==> config.mk <==
export PLATFORM = sky130hd
export DESIGN_NAME = key_watchdog
export DESIGN_NICKNAME = d
export VERILOG_FILES = /design/src/rtl/kwd_pkg.sv /design/src/rtl/kwd_datapath.sv /design/src/rtl/kwd_ctrl.sv /design/src/rtl/key_watchdog.sv
export SDC_FILE = /design/constraint.sdc
export NUM_CORES = 1
export LEC_CHECK = 0
export ABC_AREA = 1
export BUFFER_PORTS_ARGS = -buffer_cell sky130_fd_sc_hd__buf_2
export CAP_MARGIN = 20
export CORE_ASPECT_RATIO = 0.6
export CORE_MARGIN = 4
export CORE_UTILIZATION = 38
export DETAILED_ROUTE_END_ITERATION = 7
export PLACE_DENSITY = 0.57
export REMOVE_ABC_BUFFERS = 1
export SYNTH_ARGS = -nofsm -noshare
export SYNTH_HDL_FRONTEND = slang
export SYNTH_HIERARCHICAL = 1
export SYNTH_SLANG_ARGS = --single-unit
export TNS_END_PERCENT = 10
==> constraint.sdc <==
create_clock -name clk -period 3.4 [get_ports clk]
set_input_delay 0.68 -clock clk [delete_from_list [all_inputs] [get_ports clk]]
set_output_delay 0.68 -clock clk [all_outputs]
set_load 0.03 [all_outputs]
==> src/rtl/kwd_pkg.sv <==
package kwd_pkg;

  typedef enum logic [1:0] {
    WD_IDLE    = 2'd0,
    WD_PRE     = 2'd1,
    WD_ACTIVE  = 2'd2,
    WD_SERVICE = 2'd3
  } wdState_e;

  localparam logic [15:0] KEY_ARM     = 16'hA5C6;
  localparam logic [15:0] KEY_CONFIRM = 16'hDA7E;

  localparam int OFS_ID     = 'h00;
  localparam int OFS_EMU    = 'h04;
  localparam int OFS_CNT_LO = 'h10;
  localparam int OFS_CNT_HI = 'h14;
  localparam int OFS_PRD_LO = 'h18;
  localparam int OFS_PRD_HI = 'h1C;
  localparam int OFS_TCTL   = 'h20;
  localparam int OFS_GCTL   = 'h24;
  localparam int OFS_WDCTL  = 'h28;

  localparam logic [1:0] RUN_CONTINUOUS = 2'd2;
  localparam logic [1:0] MODE_WATCHDOG  = 2'd2;
  localparam logic [1:0] HALVES_RELEASE = 2'b11;

  typedef struct packed {
    logic cntLoWr;
    logic cntHiWr;
    logic prdLoWr;
    logic prdHiWr;
    logic cntClear;
    logic cntRun;
    logic hiCapture;
  } dpStrobe_t;

endpackage

==> src/rtl/kwd_datapath.sv <==
module kwd_datapath
  import kwd_pkg::*;
#(
  parameter int CNT_W = 64
) (
  input  logic                clk,
  input  logic                rstN,
  input  dpStrobe_t           strb,
  input  logic [CNT_W/2-1:0]  wrData,
  output logic [CNT_W/2-1:0]  cntLo,
  output logic [CNT_W-1:0]    prdVal,
  output logic [CNT_W/2-1:0]  hiSnap,
  output logic                hit
);
  localparam int HALF_W = CNT_W / 2;

  logic [CNT_W-1:0]  cnt;
  logic [HALF_W-1:0] prdHalf [2];
  logic [1:0]        prdWr;

  assign prdWr = {strb.prdHiWr, strb.prdLoWr};

  always_ff @(posedge clk) begin
    if (!rstN)               cnt <= '0;
    else if (strb.cntClear)  cnt <= '0;
    else if (strb.cntLoWr)   cnt[HALF_W-1:0] <= wrData;
    else if (strb.cntHiWr)   cnt[CNT_W-1:HALF_W] <= wrData;
    else if (strb.cntRun)    cnt <= cnt + 1'b1;
  end

  for (genvar g = 0; g < 2; g++) begin : gPrd
    always_ff @(posedge clk) begin
      if (!rstN)         prdHalf[g] <= '0;
      else if (prdWr[g]) prdHalf[g] <= wrData;
    end
  end

  always_ff @(posedge clk) begin
    if (!rstN)               hiSnap <= '0;
    else if (strb.hiCapture) hiSnap <= cnt[CNT_W-1:HALF_W];
  end

  assign prdVal = {prdHalf[1], prdHalf[0]};
  assign cntLo  = cnt[HALF_W-1:0];
  assign hit    = (cnt == prdVal);

endmodule

==> src/rtl/kwd_ctrl.sv <==
module kwd_ctrl
  import kwd_pkg::*;
#(
  parameter int          ADDR_W    = 6,
  parameter int          DATA_W    = 32,
  parameter int          PULSE_LEN = 16,
  parameter logic [31:0] ID_VALUE  = 32'h0057_D064
) (
  input  logic                clk,
  input  logic                rstN,
  input  logic [ADDR_W-1:0]   busAddr,
  input  logic                busWe,
  input  logic                busRe,
  input  logic [15:0]         keyIn,
  input  logic                flagIn,
  input  logic                enIn,
  input  logic [1:0]          runModeIn,
  input  logic [3:0]          gctlIn,
  output logic [DATA_W-1:0]   busRdata,
  output logic                resetReq,
  input  logic                hit,
  input  logic [DATA_W-1:0]   cntLo,
  input  logic [2*DATA_W-1:0] prdVal,
  input  logic [DATA_W-1:0]   hiSnap,
  output dpStrobe_t           strb,
  output wdState_e            wdState,
  output logic                toFlag
);
  localparam int PULSE_W = $clog2(PULSE_LEN + 1);

  logic selId, selEmu, selCntLo, selCntHi, selPrdLo, selPrdHi, selTctl, selGctl, selWd;
  logic unlocked, armed, modeOk, wdWr, badKey, svcDone, toEvent;
  logic [1:0] tctlMode;
  logic [3:0] gctl;
  logic [PULSE_W-1:0] pulseCnt;
  wdState_e nextState;

  assign selId    = busAddr == ADDR_W'(OFS_ID);
  assign selEmu   = busAddr == ADDR_W'(OFS_EMU);
  assign selCntLo = busAddr == ADDR_W'(OFS_CNT_LO);
  assign selCntHi = busAddr == ADDR_W'(OFS_CNT_HI);
  assign selPrdLo = busAddr == ADDR_W'(OFS_PRD_LO);
  assign selPrdHi = busAddr == ADDR_W'(OFS_PRD_HI);
  assign selTctl  = busAddr == ADDR_W'(OFS_TCTL);
  assign selGctl  = busAddr == ADDR_W'(OFS_GCTL);
  assign selWd    = busAddr == ADDR_W'(OFS_WDCTL);

  assign unlocked = (wdState == WD_IDLE);
  assign armed    = (wdState == WD_ACTIVE) || (wdState == WD_SERVICE);
  assign wdWr     = busWe && selWd;
  assign modeOk   = (gctl[3:2] == MODE_WATCHDOG) && (gctl[1:0] == HALVES_RELEASE)
                    && (tctlMode == RUN_CONTINUOUS);

  always_comb begin
    nextState = wdState;
    badKey    = 1'b0;
    svcDone   = 1'b0;
    if (wdWr) begin
      unique case (wdState)
        WD_IDLE:    if (keyIn == KEY_ARM && enIn) nextState = WD_PRE;
        WD_PRE:     nextState = (keyIn == KEY_CONFIRM && enIn) ? WD_ACTIVE : WD_IDLE;
        WD_ACTIVE:  if (keyIn == KEY_ARM) nextState = WD_SERVICE;
                    else badKey = 1'b1;
        WD_SERVICE: begin
          nextState = WD_ACTIVE;
          if (keyIn == KEY_CONFIRM) svcDone = 1'b1;
          else badKey = 1'b1;
        end
        default:    nextState = WD_IDLE;
      endcase
    end
  end

  assign toEvent = !toFlag && ((armed && modeOk && hit) || badKey);

  always_ff @(posedge clk) begin
    if (!rstN) wdState <= WD_IDLE;
    else       wdState <= nextState;
  end

  always_ff @(posedge clk) begin
    if (!rstN)                toFlag <= 1'b0;
    else if (toEvent)         toFlag <= 1'b1;
    else if (wdWr && flagIn)  toFlag <= 1'b0;
  end

  always_ff @(posedge clk) begin
    if (!rstN)                              pulseCnt <= '0;
    else if (toEvent && pulseCnt == '0)     pulseCnt <= PULSE_W'(PULSE_LEN);
    else if (pulseCnt != '0)                pulseCnt <= pulseCnt - 1'b1;
  end
  assign resetReq = (pulseCnt != '0);

  always_ff @(posedge clk) begin
    if (!rstN) begin
      tctlMode <= '0;
      gctl     <= '0;
    end else if (busWe && unlocked) begin
      if (selTctl) tctlMode <= runModeIn;
      if (selGctl) gctl     <= gctlIn;
    end
  end

  always_comb begin
    strb           = '0;
    strb.cntLoWr   = busWe && unlocked && selCntLo;
    strb.cntHiWr   = busWe && unlocked && selCntHi;
    strb.prdLoWr   = busWe && unlocked && selPrdLo;
    strb.prdHiWr   = busWe && unlocked && selPrdHi;
    strb.cntClear  = svcDone;
    strb.cntRun    = armed && modeOk && !toFlag && !hit;
    strb.hiCapture = busRe && selCntLo;
  end

  always_comb begin
    busRdata = '0;
    if (selId)    busRdata = ID_VALUE;
    if (selEmu)   busRdata = '0;
    if (selCntLo) busRdata = cntLo;
    if (selCntHi) busRdata = hiSnap;
    if (selPrdLo) busRdata = prdVal[DATA_W-1:0];
    if (selPrdHi) busRdata = prdVal[2*DATA_W-1:DATA_W];
    if (selTctl)  busRdata = DATA_W'({tctlMode, 6'b0});
    if (selGctl)  busRdata = DATA_W'(gctl);
    if (selWd)    busRdata = DATA_W'({toFlag, !unlocked, 14'b0});
  end

endmodule

==> src/rtl/key_watchdog.sv <==
module key_watchdog
  import kwd_pkg::*;
#(
  parameter int          ADDR_W    = 6,
  parameter int          PULSE_LEN = 16,
  parameter logic [31:0] ID_VALUE  = 32'h0057_D064
) (
  input  logic              clk,
  input  logic              rstN,
  input  logic [ADDR_W-1:0] busAddr,
  input  logic              busWe,
  input  logic              busRe,
  input  logic [31:0]       busWdata,
  output logic [31:0]       busRdata,
  output logic              resetReq
);
  localparam int DATA_W = 32;
  localparam int CNT_W  = 2 * DATA_W;

  dpStrobe_t          strb;
  wdState_e           wdState;
  logic               toFlag;
  logic               hit;
  logic [DATA_W-1:0]  cntLo;
  logic [DATA_W-1:0]  hiSnap;
  logic [CNT_W-1:0]   prdVal;

  kwd_ctrl #(
    .ADDR_W(ADDR_W), .DATA_W(DATA_W), .PULSE_LEN(PULSE_LEN), .ID_VALUE(ID_VALUE)
  ) u_ctrl (
    .clk(clk), .rstN(rstN), .busAddr(busAddr), .busWe(busWe), .busRe(busRe),
    .keyIn(busWdata[31:16]), .flagIn(busWdata[15]), .enIn(busWdata[14]),
    .runModeIn(busWdata[7:6]), .gctlIn(busWdata[3:0]),
    .busRdata(busRdata), .resetReq(resetReq), .hit(hit), .cntLo(cntLo),
    .prdVal(prdVal), .hiSnap(hiSnap), .strb(strb), .wdState(wdState), .toFlag(toFlag)
  );

  kwd_datapath #(.CNT_W(CNT_W)) u_dp (
    .clk(clk), .rstN(rstN), .strb(strb), .wrData(busWdata),
    .cntLo(cntLo), .prdVal(prdVal), .hiSnap(hiSnap), .hit(hit)
  );

endmodule

## Word-level counts from Yosys, hierarchy flattened

Memories as Yosys holds them, arrays and structs flattened.
Index checks and enable logic that the tools add are counted.

| operators by class | value |
|---|---|
| bitwise logic cells | 4 |
| mux-type cells | 37 |
| reduce and logical (&&, ||, !) cells | 38 |
| equality and inequality tests | 20 |
| $add $sub $neg | 2 |

Operators by type and width:

| kind | count |
|---|---|
| two-way mux 32 bit | 12 |
| adder 64 x 1 -> 64 bit (second input constant) | 1 |
| equality test 64 bit | 1 |
| two-way mux 64 bit | 1 |
| two-way mux 23 bit | 2 |
| equality test 16 bit (second input constant) | 2 |
| equality test 6 x 5 -> 1 bit (second input constant) | 4 |
| equality test 6 bit (second input constant) | 3 |
| logical AND 1 bit | 18 |
| two-way mux 1 bit | 15 |
| equality test 2 bit (second input constant) | 5 |
| two-way mux 5 bit | 2 |
| case mux 2 bit (4 select lines) | 1 |
| AND reduction 2 bit | 4 |
| nonzero test 2 bit | 4 |
| equality test 6 x 3 -> 1 bit (second input constant) | 1 |
| zero test 6 bit | 1 |
| two-way mux 2 bit | 3 |
| zero test 5 bit | 1 |
| nonzero test 5 bit | 1 |
| subtractor 5 x 1 -> 5 bit (second input constant) | 1 |
| inequality test 2 bit (second input constant) | 2 |
| OR reduction 2 bit | 2 |
| zero test 1 bit | 3 |
| 8 further kinds | 11 |

| storage, ports and cells | value |
|---|---|
| output and inout bits | 33 |
| memory bits (writable) | 64 |
| word-level logic and storage cells | 111 |
| bits in registers | 110 |
| memories kept | 1 |

Memories:

| name | words | width | rd ports | clocked after Yosys merged registers in | write ports | line | RTL |
|---|---|---|---|---|---|---|---|
| u_dp.prdHalf | 2 | 32 | 2 | 0 | 2 | kwd_datapath.sv:18 | `logic [HALF_W-1:0] prdHalf [2];` |

## Longest topological paths before layout

| logic depth | value |
|---|---|
| depth after elaboration | 10 |
| depth in mapped cells | 16 |

## Cells and area by module

Netlist, hierarchy kept.

Modules (own cells, without submodules):

| module | sequential area each (µm²) | area an instance (µm²) | instances | cells each |
|---|---|---|---|---|
| kwd_datapath | 3843.7 | 9067.4 | 1 | 1269 |
| kwd_ctrl | 280.3 | 1936.9 | 1 | 347 |

## Worst setup path after synthesis

No wires, ideal clock.

| timing | value |
|---|---|
| path kind | input -> output |
| from | input busAddr[1] |
| to | output busRdata[14] |
| slack | 0.695 ns |
| stages on the path | 6 |
| required time | 2.720 ns |
| arrival time | 2.025 ns |
| cell sequence | nor2_4 > nand2_2 > nor2_4 > buf_2 > nand2_1 > o21ai_0 |

| on the way | value |
|---|---|
| cells in the longest elaborated chain, start to end | 10 |

Ends and longest elaborated chain:

| element | line | RTL |
|---|---|---|
| start, declared | key_watchdog.sv:10 | `input logic [ADDR_W-1:0] busAddr,` |
| zero test 6 bit | kwd_ctrl.sv:38 | `assign selId = busAddr == ADDR_W'(OFS_ID);` |
| two-way mux 23 bit | kwd_ctrl.sv:117 | `if (selId) busRdata = ID_VALUE;` |
| two-way mux 23 bit | kwd_ctrl.sv:118 | `if (selEmu) busRdata = '0;` |
| two-way mux 32 bit | kwd_ctrl.sv:119 | `if (selCntLo) busRdata = cntLo;` |
| two-way mux 32 bit | kwd_ctrl.sv:120 | `if (selCntHi) busRdata = hiSnap;` |
| two-way mux 32 bit | kwd_ctrl.sv:121 | `if (selPrdLo) busRdata = prdVal[DATA_W-1:0];` |
| two-way mux 32 bit | kwd_ctrl.sv:122 | `if (selPrdHi) busRdata = prdVal[2*DATA_W-1:DATA_W];` |
| two-way mux 32 bit | kwd_ctrl.sv:123 | `if (selTctl) busRdata = DATA_W'({tctlMode, 6'b0});` |
| two-way mux 32 bit | kwd_ctrl.sv:124 | `if (selGctl) busRdata = DATA_W'(gctl);` |
| two-way mux 32 bit * | kwd_ctrl.sv:125 | `if (selWd) busRdata = DATA_W'({toFlag, !unlocked, 14'b0});` |
| end, declared | key_watchdog.sv:14 | `output logic [31:0] busRdata,` |

Every way passes the cells marked *; elsewhere a longest branch is shown, timed or not.

==> impl_summary.log <==
[metrics] placed wire-length estimate after detailed placement: 31600 um
[metrics] library cell occupying the most area in the post-synthesis netlist: sky130_fd_sc_hd__dfxtp_1
[metrics] number of DRC markers after the initial detailed-route iteration: 1386
[metrics] netlist area before placement: 11000 um^2
[metrics] number of antenna diodes: 0
[metrics] list of cells traversed by the critical path: xnor2_1, nand3_1, nor3_1, nand4_1, nor2_1, nand2_1, nor2_1, nor3_1, nand2_2, inv_1, nor2_2, buf_4, nand2_1, a31oi_1
[metrics] TritonCTS sink count: 174
[metrics] share of async-settable or async-resettable flops after synthesis: 0
[metrics] Leakage Power: 4.82 nW
[metrics] ratio of total power to cell area: 383 nW/um^2
[metrics] maximum clock insertion buffer count: 2
[metrics] aggregate global routing overflow: 0
[metrics] most instantiated library cell after synthesis: sky130_fd_sc_hd__nand2_1
[metrics] # Max-Cap Violations: 0
[metrics] Relative slew margins: 0.269
[metrics] Setup-failing EPs final: 0
[metrics] maximum vdd ir drop: 0.297 mV
[metrics] number of buffers added by the clock tree synthesis step: 17
[metrics] clock input transition at the sequential cells of the worst setup and hold paths: 70 ps
[metrics] clock latency on the worst-skew pair: 460 ps
[metrics] dominant cells by area after synthesis: sky130_fd_sc_hd__dfxtp_1 (20%), sky130_fd_sc_hd__edfxtp_1 (17%), sky130_fd_sc_hd__nand2_1 (14%)
[metrics] number of warnings issued by yosys: 6
[metrics] number of global-route vias before repair: 10347
[metrics] count of buffers inserted at the top-level ports: 74
[metrics] Slew @ Worst Pin: 1100 ps
[metrics] startpoint type of the worst setup path: flip-flop
[metrics] routed vias/inst: 5.54
[metrics] TritonCTS clock tree: done
[metrics] Routed wire per std cell: 21.5 um
[metrics] count of pins over their slew limit: 0
[metrics] Mapped Avg Cell Area: 6.81 um^2
[metrics] Die Span X: 228 um
[metrics] total of hold buffers inserted after clock tree synthesis: 0
[metrics] largest fanout of any net on the critical path: 9
[metrics] crit-path max cell delay: 490 ps
[metrics] number of buffers inserted by post-CTS setup repair: 0
[metrics] floorplan die area: 31800 um^2
[metrics] number of rows created at floorplan: 47
[metrics] setup total negative slack: 0 ps
[metrics] share of layout cells above drive strength 1: 0.135
[metrics] maximum clock rate: 328 MHz
[metrics] count of nets left with antenna violations after detail routing: 0
[metrics] Post-layout nets: 1711
[metrics] htree depth: 4
[metrics] number of flip-flops and latches in the synthesized netlist: 174
[metrics] Worst Hold Class: flip-flop to flip-flop
[metrics] flip-flop cell with the highest count after synthesis: sky130_fd_sc_hd__dfxtp_1
[metrics] final hold slack: 468 ps
[metrics] IO Count: 75
[metrics] Final Hold Fails: 0
[metrics] maximum number of pins on one net before global-route repair: 63
[metrics] Die Span Y: 140 um
[metrics] number of enable-type register cells in the synthesized netlist: 64
[metrics] crit end category: flip-flop
[metrics] status: completed
[metrics] effective utilization at floorplan: 0.392
[metrics] RSZ-0062 raised after global routing: no
[metrics] aggregate routed wire length: 43900 um
[metrics] Power Total: 0.00476 W
[metrics] final worst-path cycle share: 0.896
[metrics] DR DRC count: 0
[metrics] first-pass GRT wire length: 65600 um
[metrics] final critical-path required period: 3050 ps
[metrics] distinct cell type count after synthesis: 39
[metrics] DR vias: 11331
[metrics] number of detailed-route iterations in the first pass: 5
[metrics] core area: 28100 um^2
[metrics] worst endpoint required time: 3770 ps
[metrics] number of instances in the synthesized netlist: 1616
[metrics] count of cells resized by post-cts repair: 0
[metrics] root buffer selected by CTS: sky130_fd_sc_hd__clkbuf_16
[metrics] GPL Wtd Cong: 0.982
[metrics] area overhead of the layout relative to synthesis: 13.0%
[metrics] fraction of post-synthesis cell area in the top cell type by area: 0.200
[metrics] list of most frequent post-synthesis cells: sky130_fd_sc_hd__nand2_1 (396), sky130_fd_sc_hd__nor2_1 (275), sky130_fd_sc_hd__inv_1 (126)
[metrics] arrival time of the worst setup path: 3420 ps
[metrics] Layout Skew: 14.0 ps
[metrics] fin util: 0.443
[metrics] Setup CP Type: flip-flop to flip-flop
[metrics] All-Layer GR Usage: 0.275
[metrics] slowest cell on the critical path: sky130_fd_sc_hd__dfxtp_1
[metrics] sequential fraction of the synthesis area: 0.375
[metrics] initial antenna violation count: 0
routing by layer:
| metal | vias up | GRT usage | wire length [um] |
|---|---|---|---|
| li1 | 5371 | - | - |
| met1 | 5333 | 0.434 | 21400 |
| met2 | 587 | 0.361 | 16500 |
| met3 | 40 | 0.0777 | 5270 |
| met4 | 0 | 0.0690 | 688 |
| met5 | - | 0 | 0 |
path summary, 6_finish.rpt:
path / start / endpoint / slack, ps / depth (start not counted)
setup / recovery: u_dp/cnt[20] / u_dp/cnt[2] / 350 / 14
hold / removal: u_ctrl/pulseCnt[4] / u_ctrl/pulseCnt[4] / 470 / 2
setup reg to reg: u_dp/cnt[20] / u_dp/cnt[2] / 350 / 14
hold reg to reg: u_ctrl/pulseCnt[4] / u_ctrl/pulseCnt[4] / 470 / 2
cell type report:
| class | count | area [um^2] |
|---|---|---|
| fillers | 2935 | 15600 |
| multi-input cells | 1211 | 5880 |
| flip-flops and latches | 174 | 4120 |
| repair buffers | 131 | 886 |
| inverters | 132 | 498 |
| clock buffers | 21 | 492 |
| well taps | 367 | 459 |
| clock inverters | 11 | 103 |
state kept, by name (all words and copies together), names as in the netlist:
name             flops
u_dp/cnt            64
u_dp/prdHalf        64
u_dp/hiSnap         32
u_ctrl/pulseCnt      5
u_ctrl/gctl          4
u_ctrl/tctlMode      2
u_ctrl/wdState       2
u_ctrl/toFlag        1
per-stage QoR:
step,std cells,area (um^2),setup WS (ps)
after floorplan,1517,10500,-1840
after global placement,2015,11800,429
after detailed placement,2015,11800,409
after CTS,2047,12400,458
after global routing,2047,12400,198
final,2047,12400,352
worst max-delay path, delay by kind of cell, from the launching register on:
kind	cells	cell delay (ps)
compound gates	1	210
xor+xnor	1	160
buf+inv	2	320
flops	1	490
simple gates	10	1780
cell usage in the layout (no fill, tap or decap), types with 4 or more instances in the layout:
cell type                   netlist  final
sky130_fd_sc_hd__nand3_1         83     83
sky130_fd_sc_hd__buf_4           38     50
sky130_fd_sc_hd__a31oi_1         63     63
sky130_fd_sc_hd__buf_2           14     74
sky130_fd_sc_hd__a32oi_1          9      9
sky130_fd_sc_hd__edfxtp_1        64     64
sky130_fd_sc_hd__nor3_1          12     11
sky130_fd_sc_hd__nor2_1         275    273
sky130_fd_sc_hd__buf_12           0      7
sky130_fd_sc_hd__nor2_4           5      7
sky130_fd_sc_hd__dfxtp_1        110    110
sky130_fd_sc_hd__xor2_1          39     39
sky130_fd_sc_hd__a21oi_1        115    115
sky130_fd_sc_hd__o21ai_0         85     85
sky130_fd_sc_hd__nand2_1        396    396
sky130_fd_sc_hd__clkbuf_16        0     18
sky130_fd_sc_hd__o21ai_1          6      6
sky130_fd_sc_hd__nand4_1         24     24
sky130_fd_sc_hd__inv_2            3      4
sky130_fd_sc_hd__or2_2           17     17
sky130_fd_sc_hd__inv_1          126    126
sky130_fd_sc_hd__nand2_2         12     12
sky130_fd_sc_hd__xnor2_1         36     36
sky130_fd_sc_hd__nor2_2          10     10
logic make-up (layout without fill, tap and decap cells):
| kind of cell | Yosys count | in the layout | synth area share |
|---|---|---|---|
| AND/OR/NAND/NOR | 846 | 846 | 0.326 |
| buffers and inverters | 231 | 295 | 0.0936 |
| flip-flops | 174 | 174 | 0.375 |
| adder cells (fa/ha/maj) | 2 | 2 | 0.00227 |
| XOR/XNOR | 75 | 75 | 0.0597 |
| AO/OA/AOI/OAI | 288 | 288 | 0.144 |
report_power, final:
part           total, W  leakage (nW)  internal, W  switching [W]
Sequential      0.00226          1.55      0.00221      0.0000436
Clock           0.00204         0.295      0.00112       0.000926
Combinational  0.000461          2.97     0.000147       0.000314
Total           0.00476          4.82      0.00347        0.00128
Power figures use the tool's default switching activity.
